--- src/rtl/sdcmd_pkg.sv ---
package sdcmd_pkg;

   typedef enum logic [2:0] {
      CMD_NOP = 3'd0,
      CMD_ACT = 3'd1,
      CMD_PRE = 3'd2,
      CMD_RD  = 3'd3,
      CMD_WR  = 3'd4,
      CMD_MRS = 3'd5
   } cmd_e;

   localparam int unsigned CMD_BITS = 3;

endpackage

--- src/rtl/sdcmd_decode.sv ---
module sdcmd_decode
   import sdcmd_pkg::*;
(
   input  logic cs_n,
   input  logic ras_n,
   input  logic cas_n,
   input  logic we_n,
   output cmd_e cmd
);

   logic [3:0] code;

   assign code = {cs_n, ras_n, cas_n, we_n};

   always_comb begin
      unique casez (code)
         4'b1???: cmd = CMD_NOP;
         4'b0011: cmd = CMD_ACT;
         4'b0010: cmd = CMD_PRE;
         4'b0101: cmd = CMD_RD;
         4'b0100: cmd = CMD_WR;
         4'b0000: cmd = CMD_MRS;
         default: cmd = CMD_NOP;
      endcase
   end

endmodule

--- src/rtl/sdcmd_bank.sv ---
module sdcmd_bank #(
   parameter int unsigned ROW_BITS = 13
) (
   input  logic                clk,
   input  logic                rst,
   input  logic                en,
   input  logic                act_sel,
   input  logic                pre_sel,
   input  logic                ap_close,
   input  logic [ROW_BITS-1:0] row_in,
   output logic                active,
   output logic [ROW_BITS-1:0] row
);

   initial begin
      assert (ROW_BITS >= 1) else $error("ROW_BITS must be at least 1");
   end

   always_ff @(posedge clk) begin
      if (rst) begin
         active <= 1'b0;
         row    <= '0;
      end else if (en) begin
         if (act_sel && !active) begin
            active <= 1'b1;
            row    <= row_in;
         end else if (pre_sel || ap_close) begin
            active <= 1'b0;
         end
      end
   end


   act_open_chk: assert property (@(posedge clk) disable iff (rst)
      (en && act_sel && !active) |=> (active && row == $past(row_in)));


   dup_act_chk: assert property (@(posedge clk) disable iff (rst)
      (en && act_sel && active) |=> $stable(row));


   bank_hold_chk: assert property (@(posedge clk) disable iff (rst)
      (!en) |=> ($stable(active) && $stable(row)));

endmodule

--- src/rtl/sdcmd_mode.sv ---
module sdcmd_mode #(
   parameter int unsigned MODE_BITS = 13
) (
   input  logic                 clk,
   input  logic                 rst,
   input  logic                 en,
   input  logic                 load,
   input  logic [MODE_BITS-1:0] din,
   output logic [MODE_BITS-1:0] q
);

   always_ff @(posedge clk) begin
      if (rst)
         q <= '0;
      else if (en && load)
         q <= din;
   end


   mode_load_chk: assert property (@(posedge clk) disable iff (rst)
      (en && load) |=> (q == $past(din)));


   mode_hold_chk: assert property (@(posedge clk) disable iff (rst)
      (!load || !en) |=> $stable(q));

endmodule

--- src/rtl/sdram_cmd_tracker.sv ---
module sdram_cmd_tracker
   import sdcmd_pkg::*;
#(
   parameter int unsigned BANK_BITS = 2,
   parameter int unsigned ADDR_BITS = 13,
   parameter int unsigned ROW_BITS  = 13,
   parameter int unsigned COL_BITS  = 9,
   parameter int unsigned AP_BIT    = 10,
   localparam int unsigned NUM_BANKS = 1 << BANK_BITS,
   localparam int unsigned ROWS_W    = NUM_BANKS * ROW_BITS
) (
   input  logic                 clk,
   input  logic                 rst,
   input  logic                 cke,
   input  logic                 cs_n,
   input  logic                 ras_n,
   input  logic                 cas_n,
   input  logic                 we_n,
   input  logic [BANK_BITS-1:0] ba,
   input  logic [ADDR_BITS-1:0] addr,
   output logic [CMD_BITS-1:0]  cmd_o,
   output logic [BANK_BITS-1:0] bank_o,
   output logic [ADDR_BITS-1:0] addr_o,
   output logic                 auto_pre_o,
   output logic                 pre_all_o,
   output logic                 err_o,
   output logic [NUM_BANKS-1:0] bank_active_o,
   output logic [ROWS_W-1:0]    open_rows_o,
   output logic [ADDR_BITS-1:0] mode_o
);

   initial begin
      assert (ROW_BITS <= ADDR_BITS) else $error("row wider than address bus");
      assert (COL_BITS <= ADDR_BITS) else $error("column wider than address bus");
      assert (AP_BIT < ADDR_BITS) else $error("modifier bit outside address bus");
      assert (AP_BIT >= COL_BITS) else $error("modifier bit overlaps column");
      assert (BANK_BITS >= 1 && BANK_BITS <= 4) else $error("BANK_BITS out of range");
   end

   // clock enable takes effect one edge after it is sampled
   logic cke_q;
   always_ff @(posedge clk) cke_q <= cke;

   cmd_e cmd;
   sdcmd_decode u_dec (
      .cs_n (cs_n),
      .ras_n(ras_n),
      .cas_n(cas_n),
      .we_n (we_n),
      .cmd  (cmd)
   );

   logic                 mod_bit;
   logic                 is_col;
   logic                 tgt_active;
   logic                 col_err;
   logic                 act_err;
   logic [NUM_BANKS-1:0] act_sel;
   logic [NUM_BANKS-1:0] pre_sel;
   logic [NUM_BANKS-1:0] ap_close;
   logic [ADDR_BITS-1:0] addr_nx;
   logic [ADDR_BITS-1:0] col_ext;
   logic [ADDR_BITS-1:0] row_ext;

   assign mod_bit    = addr[AP_BIT];
   assign is_col     = (cmd == CMD_RD) || (cmd == CMD_WR);
   assign tgt_active = bank_active_o[ba];
   assign col_err    = is_col && !tgt_active;
   assign act_err    = (cmd == CMD_ACT) && tgt_active;

   generate
      if (COL_BITS < ADDR_BITS) begin : g_col_pad
         assign col_ext = {{(ADDR_BITS-COL_BITS){1'b0}}, addr[COL_BITS-1:0]};
      end else begin : g_col_full
         assign col_ext = addr;
      end
      if (ROW_BITS < ADDR_BITS) begin : g_row_pad
         assign row_ext = {{(ADDR_BITS-ROW_BITS){1'b0}}, addr[ROW_BITS-1:0]};
      end else begin : g_row_full
         assign row_ext = addr;
      end
   endgenerate

   always_comb begin
      unique case (cmd)
         CMD_ACT:        addr_nx = row_ext;
         CMD_RD, CMD_WR: addr_nx = col_ext;
         CMD_MRS:        addr_nx = addr;
         default:        addr_nx = '0;
      endcase
   end

   // per-bank state cells
   generate
      for (genvar b = 0; b < NUM_BANKS; b++) begin : g_bank
         logic hit;
         assign hit         = (ba == BANK_BITS'(b));
         assign act_sel[b]  = (cmd == CMD_ACT) && hit;
         assign pre_sel[b]  = (cmd == CMD_PRE) && (hit || mod_bit);
         assign ap_close[b] = is_col && hit && tgt_active && mod_bit;

         sdcmd_bank #(.ROW_BITS(ROW_BITS)) u_bank (
            .clk     (clk),
            .rst     (rst),
            .en      (cke_q),
            .act_sel (act_sel[b]),
            .pre_sel (pre_sel[b]),
            .ap_close(ap_close[b]),
            .row_in  (addr[ROW_BITS-1:0]),
            .active  (bank_active_o[b]),
            .row     (open_rows_o[b*ROW_BITS +: ROW_BITS])
         );
      end
   endgenerate

   sdcmd_mode #(.MODE_BITS(ADDR_BITS)) u_mode (
      .clk (clk),
      .rst (rst),
      .en  (cke_q),
      .load(cmd == CMD_MRS),
      .din (addr),
      .q   (mode_o)
   );

   // registered command report
   cmd_e cmd_q;
   always_ff @(posedge clk) begin
      if (rst) begin
         cmd_q      <= CMD_NOP;
         bank_o     <= '0;
         addr_o     <= '0;
         auto_pre_o <= 1'b0;
         pre_all_o  <= 1'b0;
         err_o      <= 1'b0;
      end else if (cke_q) begin
         cmd_q      <= cmd;
         bank_o     <= ba;
         addr_o     <= addr_nx;
         auto_pre_o <= is_col && tgt_active && mod_bit;
         pre_all_o  <= (cmd == CMD_PRE) && mod_bit;
         err_o      <= col_err || act_err;
      end
   end

   assign cmd_o = cmd_q;


   desel_nop_chk: assert property (@(posedge clk) disable iff (rst)
      (cke_q && cs_n) |=> (cmd_o == CMD_NOP && $stable(bank_active_o)));


   pre_all_chk: assert property (@(posedge clk) disable iff (rst)
      pre_all_o |-> (bank_active_o == '0));


   col_err_chk: assert property (@(posedge clk) disable iff (rst)
      (cke_q && col_err) |=> (err_o && !auto_pre_o && $stable(bank_active_o)));


   auto_close_chk: assert property (@(posedge clk) disable iff (rst)
      auto_pre_o |-> !bank_active_o[bank_o]);


   freeze_chk: assert property (@(posedge clk) disable iff (rst)
      (!cke_q) |=> ($stable(cmd_o) && $stable(addr_o) && $stable(err_o)
                    && $stable(bank_active_o)));

endmodule

--- config.mk ---
export PLATFORM = sky130hd
export DESIGN_NAME = sdram_cmd_tracker
export DESIGN_NICKNAME = d
export VERILOG_FILES = /design/src/rtl/sdcmd_pkg.sv /design/src/rtl/sdcmd_decode.sv /design/src/rtl/sdcmd_bank.sv /design/src/rtl/sdcmd_mode.sv /design/src/rtl/sdram_cmd_tracker.sv
export SDC_FILE = /design/constraint.sdc
export NUM_CORES = 1
export LEC_CHECK = 0
export BUFFER_PORTS_ARGS = -buffer_cell sky130_fd_sc_hd__buf_4
export CORE_MARGIN = 10
export CORE_UTILIZATION = 30
export DETAILED_ROUTE_END_ITERATION = 8
export GPL_TIMING_DRIVEN = 1
export SETUP_SLACK_MARGIN = 0.5
export SYNTH_ARGS = -nofsm -noshare
export SYNTH_HDL_FRONTEND = slang
export SYNTH_SLANG_ARGS = --single-unit
--- constraint.sdc ---
create_clock -name clk -period 2.04 [get_ports clk]
set_clock_uncertainty 0.1 [all_clocks]
set_input_delay 0.102 -clock clk [delete_from_list [all_inputs] [get_ports clk]]
set_output_delay 0.102 -clock clk [all_outputs]
set_load 0.05 [all_outputs]
==> impl_metrics.csv <==
group,metric,value,unit
synth,synthDistinctLibCells,36,
synth,synthTopCellsByArea,"dfxtp_1, nand2_1, a21oi_1, mux2i_1, nor2_1",
detailed_routing,dr_total_vias,3282,
clock_tree,clk_pin_slew_worst_paths,60,ps
floorplan,start_util,30.7,%
final_layout,nNetsFinal,547,
sta,fmax,632,MHz
outcome,status,"finished, final reports clean",
global_routing,grt_pass1_vias,3224,
synth,synth_top_family_by_area,"simple AND/OR/NAND/NOR gates",
floorplan,core_area,11400,sq um
power_and_ir_drop,power_leakage,2.06,nW
critical_path,r2r_end,"err_o",
floorplan,num_rows,39,
critical_path,crit_type,"flop to flop",
final_layout,syn_to_final_growth,43.5,%
critical_path,end_kind,"flop",
placement,hpwl,8270,um
critical_path,cp_data_arrival_time,1730,ps
sta,finalMaxSlewViolations,0,
sta,rsz0062_at_grt,"yes",
clock_tree,cts_root_buf,"clkbuf_16",
synth,synth-seq-area-share,52.0,%
floorplan,fp.dieW,128,um
sta,final.min_clock_period,1580,ps
global_routing,overflow,0,
detailed_routing,drt-wirelength-per-cell,18.2,um
synth,avgSynthCellArea,8.76,sq um
synth,synth-adder-area-share,0,%
power_and_ir_drop,p_per_area,742,nW/um^2
detailed_routing,vias_per_cell,4.88,
clock_tree,cts_sinks,91,
sta,setup_viol,0,
detailed_routing,routed_wl,12300,um
critical_path,cp_cell_sequence,"mux4_2 -> buf_4 -> nor2b_1 -> a31oi_1 -> o32ai_1",
floorplan,ios,112,
placement,place_congestion,0.817,
critical_path,worst_setup_path_start_kind,"flop",
global_routing,grt_pass1_wl,18900,um
global_routing,grt_max_degree,59,
synth,synth_top_area_share,52.0,%
critical_path,cp.required,2190,ps
critical_path,rr_worst_depth,5,
global_routing,antenna_found_initial,0,
detailed_routing,ant_nets,0,
synth,syn_nets,422,
placement,io_buffer_count,111,
clock_tree,cts_tree,"done",
critical_path,cp_slowest_stage_delay,500,ps
synth,synthCells,400,
synth,synth_compound_area_share,14.6,%
sta,report.final.hold_viol_count,0,
synth,yosys.area.top_type,"dfxtp_1",
synth,synthFlopType,"dfxtp_1",
synth,synth_edf_count,0,
sta,tns,0,ps
synth,synthSimpleGateAreaFrac,22.5,%
hold_path,min_path_cells,3,
hold_path,min_from,"ba[1]",
job,maxCapViolCount,0,
detailed_routing,remaining_drc_errors,0,
sta,post-route-period-util,77.5,%
synth,synthMuxAreaShare,4.64,%
detailed_routing,dr.pass1.iters,4,
critical_path,crit_path_max_fanout,5,
final_layout,drive_gt1_share,34.2,%
sta,relSlewSlack,39.4,%
sta,worstMarginPinSlew,903,ps
hold_path,whs_endpoint,"bank_o[1]",
final_layout,final_util,44.1,%
critical_path,r2r-start,"g_bank[3].u_bank.active",
clock_tree,h-tree-depth,3,
synth,yosysWarnings,0,
final_layout,antenna_cells,0,
clock_tree,cts_inserted_buffers,9,
critical_path,slowest_stage,"mux4_2",
synth,async_flop_share,0,%
floorplan,die_area,16400,sq um
synth,synth.most_common_cell,"nand2_1",
detailed_routing,drt-initial-drc-count,179,
clock_tree,insertion_delay,330,ps
clock_tree,clockBufferDepth,2,
floorplan,dieHeight,128,um
synth,synth_seq_cells,91,
synth,yosys-top-cells-count,"nand2_1, dfxtp_1, a21oi_1, nor2_1, clkbuf_1",
hold_path,hold_class,"input pin to flop",
critical_path,r2r_slack,460,ps
global_routing,grtUsageTotal,14.8,%
power_and_ir_drop,ir_worst_vdd,0.441,mV
power_and_ir_drop,power,3.73,mW
synth,synthXorXnorAreaFrac,0.500,%
synth,synth_area,3510,sq um
-- registers in the layout, indices dropped and copies added (netlist names) --
name	flops
addr_o	13
pre_all_o	1
g_bank.u_bank.active	4
bank_o	2
cke_q	1
auto_pre_o	1
u_mode.q	13
g_bank.u_bank.row	52
err_o	1
cmd_o	3
-- power breakdown --
part | internal (mW) | switching [mW] | leakage (nW)
clock | 0.837 | 0.729 | 0.126
combinational | 0.124 | 0.230 | 1.20
sequential | 1.80 | 0.0149 | 0.736
total | 2.76 | 0.974 | 2.06
-- worst max-delay path, delay by kind of cell, from the launching register on --
kind / cells / cell delay [ps]
muxes: 1 / 500
DFF: 1 / 350
AOI/OAI and AO/OA: 2 / 280
buffers and inverters: 1 / 160
and+or+nand+nor: 1 / 100
-- metrics by stage --
stage / worst slack (ps) / instances / hold slack, ps / instance area, sq um
global route: 358 / 673 / 98.3 / 5030
finish: 458 / 673 / 91.0 / 5030
floorplan: 509 / 400 / 29.7 / 3510
detailed placement: 129 / 630 / 108 / 4410
CTS: 452 / 665 / 79.4 / 4900
global placement: 189 / 630 / 108 / 4410
-- area by class of cell --
type | instances | area (sq um)
flip-flops and latches | 91 | 1830
clock inverters | 6 | 48.8
inverters | 3 | 11.3
repair buffers | 144 | 1140
fillers | 1173 | 6390
well taps | 143 | 179
multi-input cells | 276 | 1600
clock buffers | 10 | 229
-- kinds of logic after synthesis --
| kind of cell | after synthesis |
|---|---|
| simple gates | 169 |
| flops | 91 |
| compound gates | 87 |
| buf+inv | 36 |
| mux | 15 |
| xor+xnor | 2 |
-- cells in the final DEF (no fill, tap or decap), types with 2 or more instances in the layout --
cell | Yosys | final
buf_4 | 6 | 126
nand2_1 | 106 | 90
dfxtp_1 | 91 | 89
a21oi_1 | 55 | 54
nor2_1 | 34 | 33
nand2_2 | 2 | 17
dlygate4sd3_1 | 0 | 15
mux2i_1 | 14 | 14
a32oi_1 | 9 | 9
clkbuf_16 | 0 | 9
or4_4 | 3 | 6
a22oi_1 | 6 | 6
o21ai_0 | 5 | 5
a31oi_1 | 5 | 5
nor2b_1 | 4 | 4
inv_1 | 3 | 3
nor4_4 | 3 | 3
nand3b_1 | 3 | 3
o21bai_1 | 3 | 3
nor3_1 | 4 | 3
clkinvlp_4 | 0 | 3
nand2b_1 | 3 | 2
inv_6 | 0 | 2
buf_6 | 5 | 2
-- metal layers --
metal | up-vias | GRT usage (%) | share of wire (%)
li1 | 1604 | - | -
met1 | 1571 | 18.3 | 44
met2 | 97 | 23.6 | 47
met3 | 10 | 6.12 | 8.3
met4 | 0 | 2.85 | 0.88
met5 | - | 0 | 0
-- worst max-delay path by stage --
stage                             from                       end  depth (start not counted)
6_report       g_bank[3].u_bank.active                     err_o                          5
5_1_grt                          cke_q   g_bank[3].u_bank.row[7]                          4
3_3_place_gp                      cs_n   g_bank[3].u_bank.row[1]                          5
2_1_floorplan                    cke_q  g_bank[3].u_bank.row[10]                          7
3_5_place_dp                      cs_n   g_bank[3].u_bank.row[7]                          5
4_1_cts        g_bank[3].u_bank.active                     err_o                          5
-- timing repair --
action	4_1_cts	5_1_grt
hold buffers	14	1
hold endpoints to repair	66	1
cloned	3	0
pin swaps	3	24
setup buffers	2	7
gates resized for setup	9	22
endpoints found under the setup margin	71	47
(Power assumes the default switching activity.)
